## config.mk

```make
export PLATFORM = sky130hd
export DESIGN_NAME = osd_overlay
export DESIGN_NICKNAME = d
export VERILOG_FILES = /design/src/rtl/osd_pkg.sv /design/src/rtl/osd_timing.sv /design/src/rtl/osd_charmem.sv /design/src/rtl/osd_attr.sv /design/src/rtl/osd_pixel.sv /design/src/rtl/osd_overlay.sv
export SDC_FILE = /design/constraint.sdc
export NUM_CORES = 2
export LEC_CHECK = 0
export ABC_AREA = 1
export BUFFER_PORTS_ARGS = -buffer_cell sky130_fd_sc_hd__buf_2
export CAP_MARGIN = 10
export CELL_PAD_IN_SITES_DETAIL_PLACEMENT = 1
export CELL_PAD_IN_SITES_GLOBAL_PLACEMENT = 1
export CORE_ASPECT_RATIO = 1.1
export CORE_MARGIN = 3
export CORE_UTILIZATION = 45
export CTS_BUF_LIST = sky130_fd_sc_hd__clkbuf_16
export DETAILED_ROUTE_END_ITERATION = 10
export GPL_TIMING_DRIVEN = 0
export HOLD_SLACK_MARGIN = 0.02
export PLACE_DENSITY = 0.72
export SYNTH_ARGS = -nofsm -noshare
export SYNTH_HDL_FRONTEND = slang
export SYNTH_SLANG_ARGS = --single-unit
```

## constraint.sdc

```tcl
create_clock -name clk -period 12.8 [get_ports clk]
set_input_delay 2.56 -clock clk [delete_from_list [all_inputs] [get_ports clk]]
set_output_delay 2.56 -clock clk [all_outputs]
set_load 0.02 [all_outputs]
```

## src/rtl/osd_pkg.sv

```systemverilog
package osd_pkg;

  localparam int LO_GW = 5;
  localparam int LO_GH = 7;
  localparam int HI_GW = 11;
  localparam int HI_GH = 15;
  localparam int LO_CW = 6;
  localparam int LO_CH = 8;
  localparam int HI_CW = 12;
  localparam int HI_CH = 16;

  localparam logic [7:0] CODE_BAR  = 8'h7F;
  localparam logic [7:0] CODE_DASH = 8'h2D;
  localparam logic [7:0] CODE_ZERO = 8'h30;
  localparam logic [7:0] CODE_ONE  = 8'h31;
  localparam logic [7:0] CODE_VEE  = 8'h56;

  // Seven 5-dot rows per glyph, top row in the most significant bits.
  localparam logic [34:0] ROWS_ZERO = {5'b01110, 5'b10001, 5'b10011, 5'b10101,
                                       5'b11001, 5'b10001, 5'b01110};
  localparam logic [34:0] ROWS_ONE  = {5'b00100, 5'b01100, 5'b00100, 5'b00100,
                                       5'b00100, 5'b00100, 5'b01110};
  localparam logic [34:0] ROWS_DASH = {5'b00000, 5'b00000, 5'b00000, 5'b11111,
                                       5'b00000, 5'b00000, 5'b00000};
  localparam logic [34:0] ROWS_VEE  = {5'b10001, 5'b10001, 5'b10001, 5'b10001,
                                       5'b10001, 5'b01010, 5'b00100};

  function automatic logic [4:0] font_row(input logic [7:0] code, input logic [2:0] r);
    logic [34:0] bits;
    case (code)
      CODE_ZERO: bits = ROWS_ZERO;
      CODE_ONE:  bits = ROWS_ONE;
      CODE_DASH: bits = ROWS_DASH;
      CODE_VEE:  bits = ROWS_VEE;
      default:   bits = '0;
    endcase
    if (r > 3'd6) return 5'd0;
    return bits[34 - 5*int'(r) -: 5];
  endfunction

  // Small glyphs use the table directly; large glyphs double it in both
  // directions, except the bar code which fills the full 11x15 box.
  function automatic logic glyph_dot(input logic [7:0] code, input logic [3:0] dx,
                                     input logic [3:0] dy, input logic hires);
    logic [4:0] rowbits;
    if (code == CODE_BAR)
      return hires ? (dx < 4'(HI_GW) && dy < 4'(HI_GH))
                   : (dx < 4'(LO_GW) && dy < 4'(LO_GH));
    if (hires) begin
      if (dx >= 4'd10 || dy >= 4'd14) return 1'b0;
      rowbits = font_row(code, dy[3:1]);
      return rowbits[3'd4 - dx[3:1]];
    end
    if (dx >= 4'(LO_GW) || dy >= 4'(LO_GH)) return 1'b0;
    rowbits = font_row(code, dy[2:0]);
    return rowbits[3'd4 - dx[2:0]];
  endfunction

endpackage

```

## src/rtl/osd_timing.sv

```systemverilog
module osd_timing #(
  parameter int DOT_W      = 10,
  parameter int LINE_W     = 9,
  parameter int HALT_DLY   = 2,
  parameter int RESUME_DLY = 3
) (
  input  logic              clk,
  input  logic              rst,
  input  logic              hsync,
  input  logic              vsync,
  output logic              run,
  output logic [DOT_W-1:0]  dot_cnt,
  output logic [LINE_W-1:0] ln_cnt
);
  localparam int DLY_LEN = (HALT_DLY > RESUME_DLY) ? HALT_DLY : RESUME_DLY;

  logic [DLY_LEN-1:0] hs_d;
  logic halt, halt_q, vs_pend;

  always_ff @(posedge clk) begin
    if (rst) hs_d <= '0;
    else     hs_d <= DLY_LEN'({hs_d, hsync});
  end

  assign halt = hs_d[HALT_DLY-1] | hs_d[RESUME_DLY-1];
  assign run  = !halt;

  always_ff @(posedge clk) begin
    if (rst)                dot_cnt <= '0;
    else if (halt)          dot_cnt <= '0;
    else if (dot_cnt != '1) dot_cnt <= dot_cnt + 1'b1;
  end

  always_ff @(posedge clk) begin
    if (rst) begin
      halt_q  <= 1'b0;
      vs_pend <= 1'b0;
      ln_cnt  <= '0;
    end else begin
      halt_q <= halt;
      if (halt && !halt_q) begin
        if (vs_pend)            ln_cnt <= '0;
        else if (ln_cnt != '1)  ln_cnt <= ln_cnt + 1'b1;
        vs_pend <= 1'b0;
      end
      if (vsync) vs_pend <= 1'b1;
    end
  end

  // Checker-side run lengths of the sync input.
  logic [7:0] hi_run, lo_run;
  always_ff @(posedge clk) begin
    if (rst) begin
      hi_run <= '0;
      lo_run <= '0;
    end else begin
      hi_run <= hsync ? ((hi_run == 8'hFF) ? hi_run : hi_run + 1'b1) : 8'd0;
      lo_run <= hsync ? 8'd0 : ((lo_run == 8'hFF) ? lo_run : lo_run + 1'b1);
    end
  end

  AST_HALT_ON_SYNC: assert property (@(posedge clk) disable iff (rst)
    (hi_run >= 8'(HALT_DLY)) |-> !run) else $error("dot count not halted");
  AST_RESUME_AFTER_SYNC: assert property (@(posedge clk) disable iff (rst)
    (lo_run >= 8'(DLY_LEN)) |-> run) else $error("dot count not resumed");
  AST_FIRST_LINE_AFTER_VSYNC: assert property (@(posedge clk) disable iff (rst)
    (halt && !halt_q && vs_pend) |=> (ln_cnt == '0)) else $error("line not cleared");

endmodule

```

## src/rtl/osd_charmem.sv

```systemverilog
module osd_charmem #(
  parameter int CELLS = 120,
  parameter int AW    = 7
) (
  input  logic          clk,
  input  logic          wr_en,
  input  logic [7:0]    wr_addr,
  input  logic [7:0]    wr_data,
  input  logic [AW-1:0] rd_addr,
  output logic [7:0]    rd_data
);
  localparam int DEPTH = 1 << AW;

  logic [7:0] mem [DEPTH];

  always_ff @(posedge clk) begin
    if (wr_en && wr_addr < 8'(CELLS))
      mem[wr_addr[AW-1:0]] <= wr_data;
  end

  always_ff @(posedge clk) begin
    rd_data <= mem[rd_addr];
  end

endmodule

```

## src/rtl/osd_attr.sv

```systemverilog
module osd_attr #(
  parameter int ROWS  = 6,
  parameter int ROW_W = 3
) (
  input  logic                 clk,
  input  logic                 rst,
  input  logic                 wr_en,
  input  logic [7:0]           wr_addr,
  input  logic [7:0]           wr_data,
  output logic [ROWS-1:0][7:0] row_attr,
  output logic [ROW_W-1:0]     bar_row,
  output logic [7:0]           split_col,
  output logic [7:0]           h_origin,
  output logic [7:0]           v_origin
);
  localparam logic [7:0] ATTR_BASE = 8'h80;
  localparam logic [7:0] A_BAR     = 8'h88;
  localparam logic [7:0] A_SPLIT   = 8'h89;
  localparam logic [7:0] A_HORG    = 8'h8A;
  localparam logic [7:0] A_VORG    = 8'h8B;

  for (genvar i = 0; i < ROWS; i++) begin : g_row
    always_ff @(posedge clk) begin
      if (rst)                                     row_attr[i] <= '0;
      else if (wr_en && wr_addr == ATTR_BASE + 8'(i)) row_attr[i] <= wr_data;
    end
  end

  always_ff @(posedge clk) begin
    if (rst) begin
      bar_row   <= '1;
      split_col <= '0;
      h_origin  <= '0;
      v_origin  <= '0;
    end else if (wr_en) begin
      if (wr_addr == A_BAR)   bar_row   <= wr_data[ROW_W-1:0];
      if (wr_addr == A_SPLIT) split_col <= wr_data;
      if (wr_addr == A_HORG)  h_origin  <= wr_data;
      if (wr_addr == A_VORG)  v_origin  <= wr_data;
    end
  end

endmodule

```

## src/rtl/osd_pixel.sv

```systemverilog
module osd_pixel
  import osd_pkg::*;
#(
  parameter int ROWS  = 6,
  parameter int ROW_W = 3,
  parameter int COL_W = 5
) (
  input  logic                 clk,
  input  logic                 rst,
  input  logic                 vis,
  input  logic [ROW_W-1:0]     row,
  input  logic [COL_W-1:0]     col,
  input  logic [3:0]           dx,
  input  logic [3:0]           dy,
  input  logic                 hires,
  input  logic [7:0]           code,
  input  logic [ROWS-1:0][7:0] row_attr,
  input  logic [ROW_W-1:0]     bar_row,
  input  logic [7:0]           split_col,
  output logic                 ov_r,
  output logic                 ov_g,
  output logic                 ov_b,
  output logic                 ov_key
);
  logic [7:0] a;
  logic       lit, show, use_b;
  logic [2:0] fg;

  assign a     = row_attr[row];
  assign lit   = glyph_dot(code, dx, dy, hires);
  assign show  = vis && a[7];
  assign use_b = (row == bar_row) && (8'(col) >= split_col);
  assign fg    = use_b ? a[6:4] : a[2:0];

  always_ff @(posedge clk) begin
    if (rst) begin
      {ov_r, ov_g, ov_b, ov_key} <= '0;
    end else if (show && lit) begin
      {ov_r, ov_g, ov_b} <= fg;
      ov_key             <= 1'b1;
    end else if (show && a[3]) begin
      {ov_r, ov_g, ov_b} <= 3'b000;
      ov_key             <= 1'b1;
    end else begin
      {ov_r, ov_g, ov_b, ov_key} <= '0;
    end
  end

  AST_QUIET_OUTSIDE: assert property (@(posedge clk) disable iff (rst)
    !vis |=> !(ov_r | ov_g | ov_b | ov_key)) else $error("overlay outside area");
  AST_COLOUR_NEEDS_KEY: assert property (@(posedge clk) disable iff (rst)
    (ov_r | ov_g | ov_b) |-> ov_key) else $error("colour without key");

endmodule

```

## src/rtl/osd_overlay.sv

```systemverilog
module osd_overlay
  import osd_pkg::*;
#(
  parameter int ROWS       = 6,
  parameter int COLS       = 20,
  parameter int DOT_W      = 10,
  parameter int LINE_W     = 9,
  parameter int HALT_DLY   = 2,
  parameter int RESUME_DLY = 3
) (
  input  logic       clk,
  input  logic       rst,
  input  logic       hsync,
  input  logic       vsync,
  input  logic       hires,
  input  logic       wr_en,
  input  logic [7:0] wr_addr,
  input  logic [7:0] wr_data,
  output logic       ov_r,
  output logic       ov_g,
  output logic       ov_b,
  output logic       ov_key
);
  localparam int CELLS  = ROWS * COLS;
  localparam int MEM_AW = $clog2(CELLS);
  localparam int ROW_W  = $clog2(ROWS);
  localparam int COL_W  = $clog2(COLS);

  logic              run;
  logic [DOT_W-1:0]  dot_cnt;
  logic [LINE_W-1:0] ln_cnt;
  logic [ROWS-1:0][7:0] row_attr;
  logic [ROW_W-1:0]  bar_row;
  logic [7:0]        split_col, h_origin, v_origin, code;

  osd_timing #(.DOT_W(DOT_W), .LINE_W(LINE_W), .HALT_DLY(HALT_DLY),
               .RESUME_DLY(RESUME_DLY)) i_timing (
    .clk(clk), .rst(rst), .hsync(hsync), .vsync(vsync),
    .run(run), .dot_cnt(dot_cnt), .ln_cnt(ln_cnt));

  osd_attr #(.ROWS(ROWS), .ROW_W(ROW_W)) i_attr (
    .clk(clk), .rst(rst), .wr_en(wr_en), .wr_addr(wr_addr), .wr_data(wr_data),
    .row_attr(row_attr), .bar_row(bar_row), .split_col(split_col),
    .h_origin(h_origin), .v_origin(v_origin));

  // Stage 0: raster position to cell coordinates.
  logic [DOT_W-1:0]  xs, cw;
  logic [LINE_W-1:0] ys, ch;
  logic              in_h, in_v;
  logic [ROW_W-1:0]  row_s;
  logic [COL_W-1:0]  col_s;
  logic [3:0]        dx_s, dy_s;
  logic [MEM_AW-1:0] raddr;

  assign cw   = hires ? DOT_W'(HI_CW) : DOT_W'(LO_CW);
  assign ch   = hires ? LINE_W'(HI_CH) : LINE_W'(LO_CH);
  assign xs   = dot_cnt - DOT_W'(h_origin);
  assign ys   = ln_cnt - LINE_W'(v_origin);
  assign in_h = run && (dot_cnt >= DOT_W'(h_origin)) && (xs < DOT_W'(COLS) * cw);
  assign in_v = (ln_cnt >= LINE_W'(v_origin)) && (ys < LINE_W'(ROWS) * ch);
  assign col_s = COL_W'(xs / cw);
  assign dx_s  = 4'(xs % cw);
  assign row_s = ROW_W'(ys / ch);
  assign dy_s  = 4'(ys % ch);
  assign raddr = MEM_AW'(row_s) * MEM_AW'(COLS) + MEM_AW'(col_s);

  osd_charmem #(.CELLS(CELLS), .AW(MEM_AW)) i_charmem (
    .clk(clk), .wr_en(wr_en), .wr_addr(wr_addr), .wr_data(wr_data),
    .rd_addr(raddr), .rd_data(code));

  // Stage 1: cell coordinates travel beside the memory read.
  logic             vis1, hires1;
  logic [ROW_W-1:0] row1;
  logic [COL_W-1:0] col1;
  logic [3:0]       dx1, dy1;

  always_ff @(posedge clk) begin
    if (rst) begin
      vis1 <= 1'b0; hires1 <= 1'b0;
      row1 <= '0; col1 <= '0; dx1 <= '0; dy1 <= '0;
    end else begin
      vis1 <= in_h && in_v; hires1 <= hires;
      row1 <= row_s; col1 <= col_s; dx1 <= dx_s; dy1 <= dy_s;
    end
  end

  // Stage 2: glyph dot, colour and registered outputs.
  osd_pixel #(.ROWS(ROWS), .ROW_W(ROW_W), .COL_W(COL_W)) i_pixel (
    .clk(clk), .rst(rst), .vis(vis1), .row(row1), .col(col1), .dx(dx1), .dy(dy1),
    .hires(hires1), .code(code), .row_attr(row_attr), .bar_row(bar_row),
    .split_col(split_col), .ov_r(ov_r), .ov_g(ov_g), .ov_b(ov_b), .ov_key(ov_key));

endmodule

```

==> results.rst <==
.. list-table::
   :header-rows: 1

   * - Metric
     - Value
   * - Most numerous cell in the Yosys netlist
     - nand2_1
   * - Layout Nets
     - roughly 6200
   * - Status
     - complete, no violations
   * - Number of global-route vias before repair
     - about 45000
   * - Part of the Yosys area used for sequential elements
     - 60.6%
   * - Endpoint with the worst hold slack
     - i_timing.hs_d[1]
   * - Fraction of layout instances using a drive strength above 1
     - under 10%
   * - Worst Hold Launch
     - i_timing.hs_d[0]
   * - Max_cap viols
     - 0
   * - Critical Path Source Type
     - input port
   * - Commonest cells in the synthesized netlist
     - nand2_1, edfxtp_1, inv_1, nand3_1, nor2_1
   * - Worst Setup Path Type
     - in -> reg
   * - Average via count per standard cell
     - ~5.5
   * - Endpoints failing hold
     - 0
   * - Fraction of synthesis flops using an asynchronous set or reset pin
     - 0%
   * - Critical Path Max Stage Delay
     - ~0.97 ns
   * - Biggest area contributors in the synthesized netlist
     - edfxtp_1, nand2_1, nand3_1
   * - Horizontal extent of the die
     - around 340 µm
   * - Leading area contributor after synthesis
     - edfxtp_1
   * - Count of boundary I/O pins
     - 26
   * - Buffers from clock root to sink, at most
     - 3
   * - Clock latency on the worst-skew pair
     - roughly 0.77 ns
   * - Syn Std Cell Area
     - 55000 µm²
   * - DR DRC count
     - 0
   * - Half-perimeter wire length after placement
     - between 100000 and 150000 µm
   * - Gpl congestion
     - about 0.90
   * - Count of warnings emitted by yosys
     - 0
   * - GRT Util Overall
     - between 20% and 30%
   * - Clock period minus worst slack
     - around 12 ns
   * - First-pass iteration count of the detailed router
     - 5
   * - DRT iter0 DRCs
     - about 3900
   * - Transition time at the pin with the least slew margin
     - 1.41 ns
   * - Worst-case reg-to-reg path depth
     - 79
   * - Number of port buffers
     - 23
   * - FF-to-FF Start
     - i_timing.dot_cnt[0]
   * - RSZ-0062 raised after global routing
     - no
   * - Relative area change from synthesis to final layout
     - 12.5%
   * - Routed length per placed instance
     - around 24 µm
   * - Worst Hold Path Cells
     - 2
   * - Netlist cell types
     - 61
   * - Core region area
     - between 100000 and 150000 µm²
   * - Final worst path period share
     - between 90 and 100%
   * - Number of max-slew violations in the final report
     - 0
   * - DIE HEIGHT
     - about 370 µm
   * - Post-Layout Inst Area
     - 61800 µm²
   * - Buf/Inv on CP
     - 9
   * - Endpoint of the worst-slack reg-to-reg timing path
     - i_charmem.rd_data[4]
   * - Nature of the critical path endpoint
     - flip-flop
   * - Worst min-delay path category
     - reg -> reg
   * - Filler instances
     - ~14000
   * - Area enclosed by the die boundary
     - about 130000 µm²
   * - Required time worst endpoint
     - around 13 ns
   * - Post-synth top area share
     - a little under three fifths
   * - Cell with the largest stage delay on the worst path
     - xor2_1
   * - Global-route wire length before repair
     - about 280000 µm
   * - Utilization after layout
     - between 50% and 60%
   * - Delay-heaviest family, CP
     - simple AND/OR/NAND/NOR gates
   * - Mean instance size in the synthesized netlist
     - slightly above 9 µm²
   * - Crit path DAT
     - around 13 ns
   * - Initial antenna violation count
     - 2
   * - Number of flops mapped to enable cells by yosys
     - a little over 1000
   * - Clock Sink Count
     - ~1200
   * - Most repeated library cell on the critical path
     - ha_1
   * - Remaining Overflow, GRT
     - 0
   * - Number of buffers added by the clock tree synthesis step
     - around 120
   * - Most instantiated flip-flop cell in the synthesis netlist
     - edfxtp_1
   * - Largest driver fanout on the critical path
     - 18
   * - Number of antenna-violating nets in the routed design
     - 0
   * - Largest net degree at the start of global routing
     - 96
   * - Worst R2R Setup Slack
     - 0.96 ns
   * - CTS tree
     - yes
   * - Row cnt
     - ~130
   * - CTS HTree Levels
     - 3
   * - Count of state elements after synthesis
     - 1153
   * - Relative max-transition margin
     - 6.20%
   * - Final Routed Wirelength
     - around 190000 µm
   * - Root Buffer
     - clkbuf_16
   * - Hold buffer count at CTS
     - 0
   * - Total cell area at the placement stage
     - 57700 µm²
   * - Starting density of the core
     - a little under half
   * - Final setup violation count
     - 0
   * - Post-Route Skew
     - 0.0600 ns
   * - Maximum clock frequency
     - 82.0 MHz
   * - Gate Count Post-Synth
     - roughly 5900
   * - Vias
     - 43300
   * - Clock-pin slew on the worst setup and hold paths
     - around 0.06 ns
-- layout by cell type (no fill, tap or decap), types with 9 or more instances in the layout --
master | netlist | routed
o211ai_1 | 29 | 29
nand2_1 | 1512 | 1512
o21bai_1 | 12 | 12
nand4_1 | 29 | 29
o22ai_1 | 11 | 11
nand3_2 | 6 | 20
buf_8 | 0 | 9
o21ai_1 | 10 | 10
xnor2_1 | 13 | 13
xor2_1 | 20 | 20
nor2_1 | 265 | 264
buf_16 | 0 | 9
buf_6 | 30 | 34
buf_4 | 47 | 64
o21ai_0 | 204 | 204
clkbuf_16 | 0 | 120
inv_1 | 1024 | 1046
a21oi_1 | 158 | 158
buf_2 | 68 | 75
clkinv_2 | 0 | 23
edfxtp_1 | 1024 | 1024
buf_1 | 31 | 30
conb_1 | 1 | 64
nand3_1 | 951 | 932
dfxtp_1 | 129 | 129
a31oi_1 | 9 | 9
ha_1 | 78 | 78
nand2_2 | 11 | 10
clkbuf_1 | 96 | 94
nor3_1 | 21 | 21
a211oi_1 | 11 | 11
clkinv_1 | 4 | 37
-- per-layer routing --
metal | share of wire, % | global-route usage (%) | up-vias
met1 | 42 | 38.8 | 21600
met3 | 6.4 | 4.07 | 398
li1 | - | - | 19700
met4 | 4.6 | 13.6 | 0
met2 | 47 | 50.1 | 1504
met5 | 0 | 0 | -
-- worst max path at each step --
stage / cells past startpoint / endpoint / start
after CTS: 73 / i_charmem.rd_data[2] / hires
after global placement: 71 / i_charmem.rd_data[6] / hires
after detailed placement: 72 / i_charmem.rd_data[3] / hires
after floorplan: 72 / i_charmem.rd_data[1] / hires
after global routing: 72 / i_charmem.rd_data[2] / hires
final: 46 / i_charmem.rd_data[4] / hires
-- area by class of cell --
class | count | area [µm²] | share of cell area [%]
clock inverter | 100 | 743 | 1.20
sequential | 1153 | 33300 | 53.9
inverter | 1035 | 3890 | 6.29
timing repair inverter | 1 | 5.00 | 0.00809
buffer | 269 | 1540 | 2.50
multi-input combinational | 3490 | 16600 | 26.9
antenna | 4 | 10.0 | 0.0162
timing repair buffer | 56 | 653 | 1.06
clock buffer | 120 | 3000 | 4.86
tap | 1620 | 2030 | 3.28
-- cell families after synthesis --
family / after synthesis / synth area share (%)
AND/OR/NAND/NOR: 2829 / 22.2
AO/OA/AOI/OAI: 480 / 4.89
buffers and inverters: 1307 / 9.81
multiplexers: 2 / 0.0387
other: 1 / 0.00682
adder cells (fa/ha/maj): 81 / 1.88
flip-flops: 1153 / 60.6
XOR/XNOR: 34 / 0.555
-- flip-flops by register name, indices dropped and copies added (netlist names), 3 cells and up --
signal / flops
col1: 5
dx1: 4
dy1: 4
i_attr.bar_row: 3
i_attr.h_origin: 8
i_attr.row_attr: 48
i_attr.split_col: 8
i_attr.v_origin: 8
i_charmem.mem: 1024
i_charmem.rd_data: 8
i_timing.dot_cnt: 10
i_timing.hs_d: 3
i_timing.ln_cnt: 9
row1: 3
-- worst register-to-register path: cells and delay by family, from the launching register on --
kind / cells / cell delay (ns)
AO/OA/AOI/OAI: 5 / 0.72
XOR/XNOR: 2 / 0.37
adder cells (fa/ha/maj): 10 / 2.89
buffers and inverters: 21 / 2.18
flip-flops: 1 / 0.40
AND/OR/NAND/NOR: 41 / 5.09
-- stage by stage --
step / TNS, ns / instances / worst slack (ns) / hold WS, ns
floorplan: 0 / 5950 / 1.98 / 0.388
global placement: -20.88 / 7593 / -2.07 / 0.392
detailed placement: -20.13 / 7607 / -2.03 / 0.407
CTS: 0 / 7828 / 0.0168 / 0.418
global route: 0 / 7845 / 0.0442 / 0.441
finish: 0 / 7848 / 0.608 / 0.410
-- repair_timing --
item	in CTS	in global routing
gates cloned	1	0
setup endpoints to repair	12	10
pin swaps	0	8
resized for setup	9	34
buffers inserted	1	17
Power is left out: the tool's default activity adds up to more than one toggle a clock period on the data nets, which glitch-free logic cannot reach.
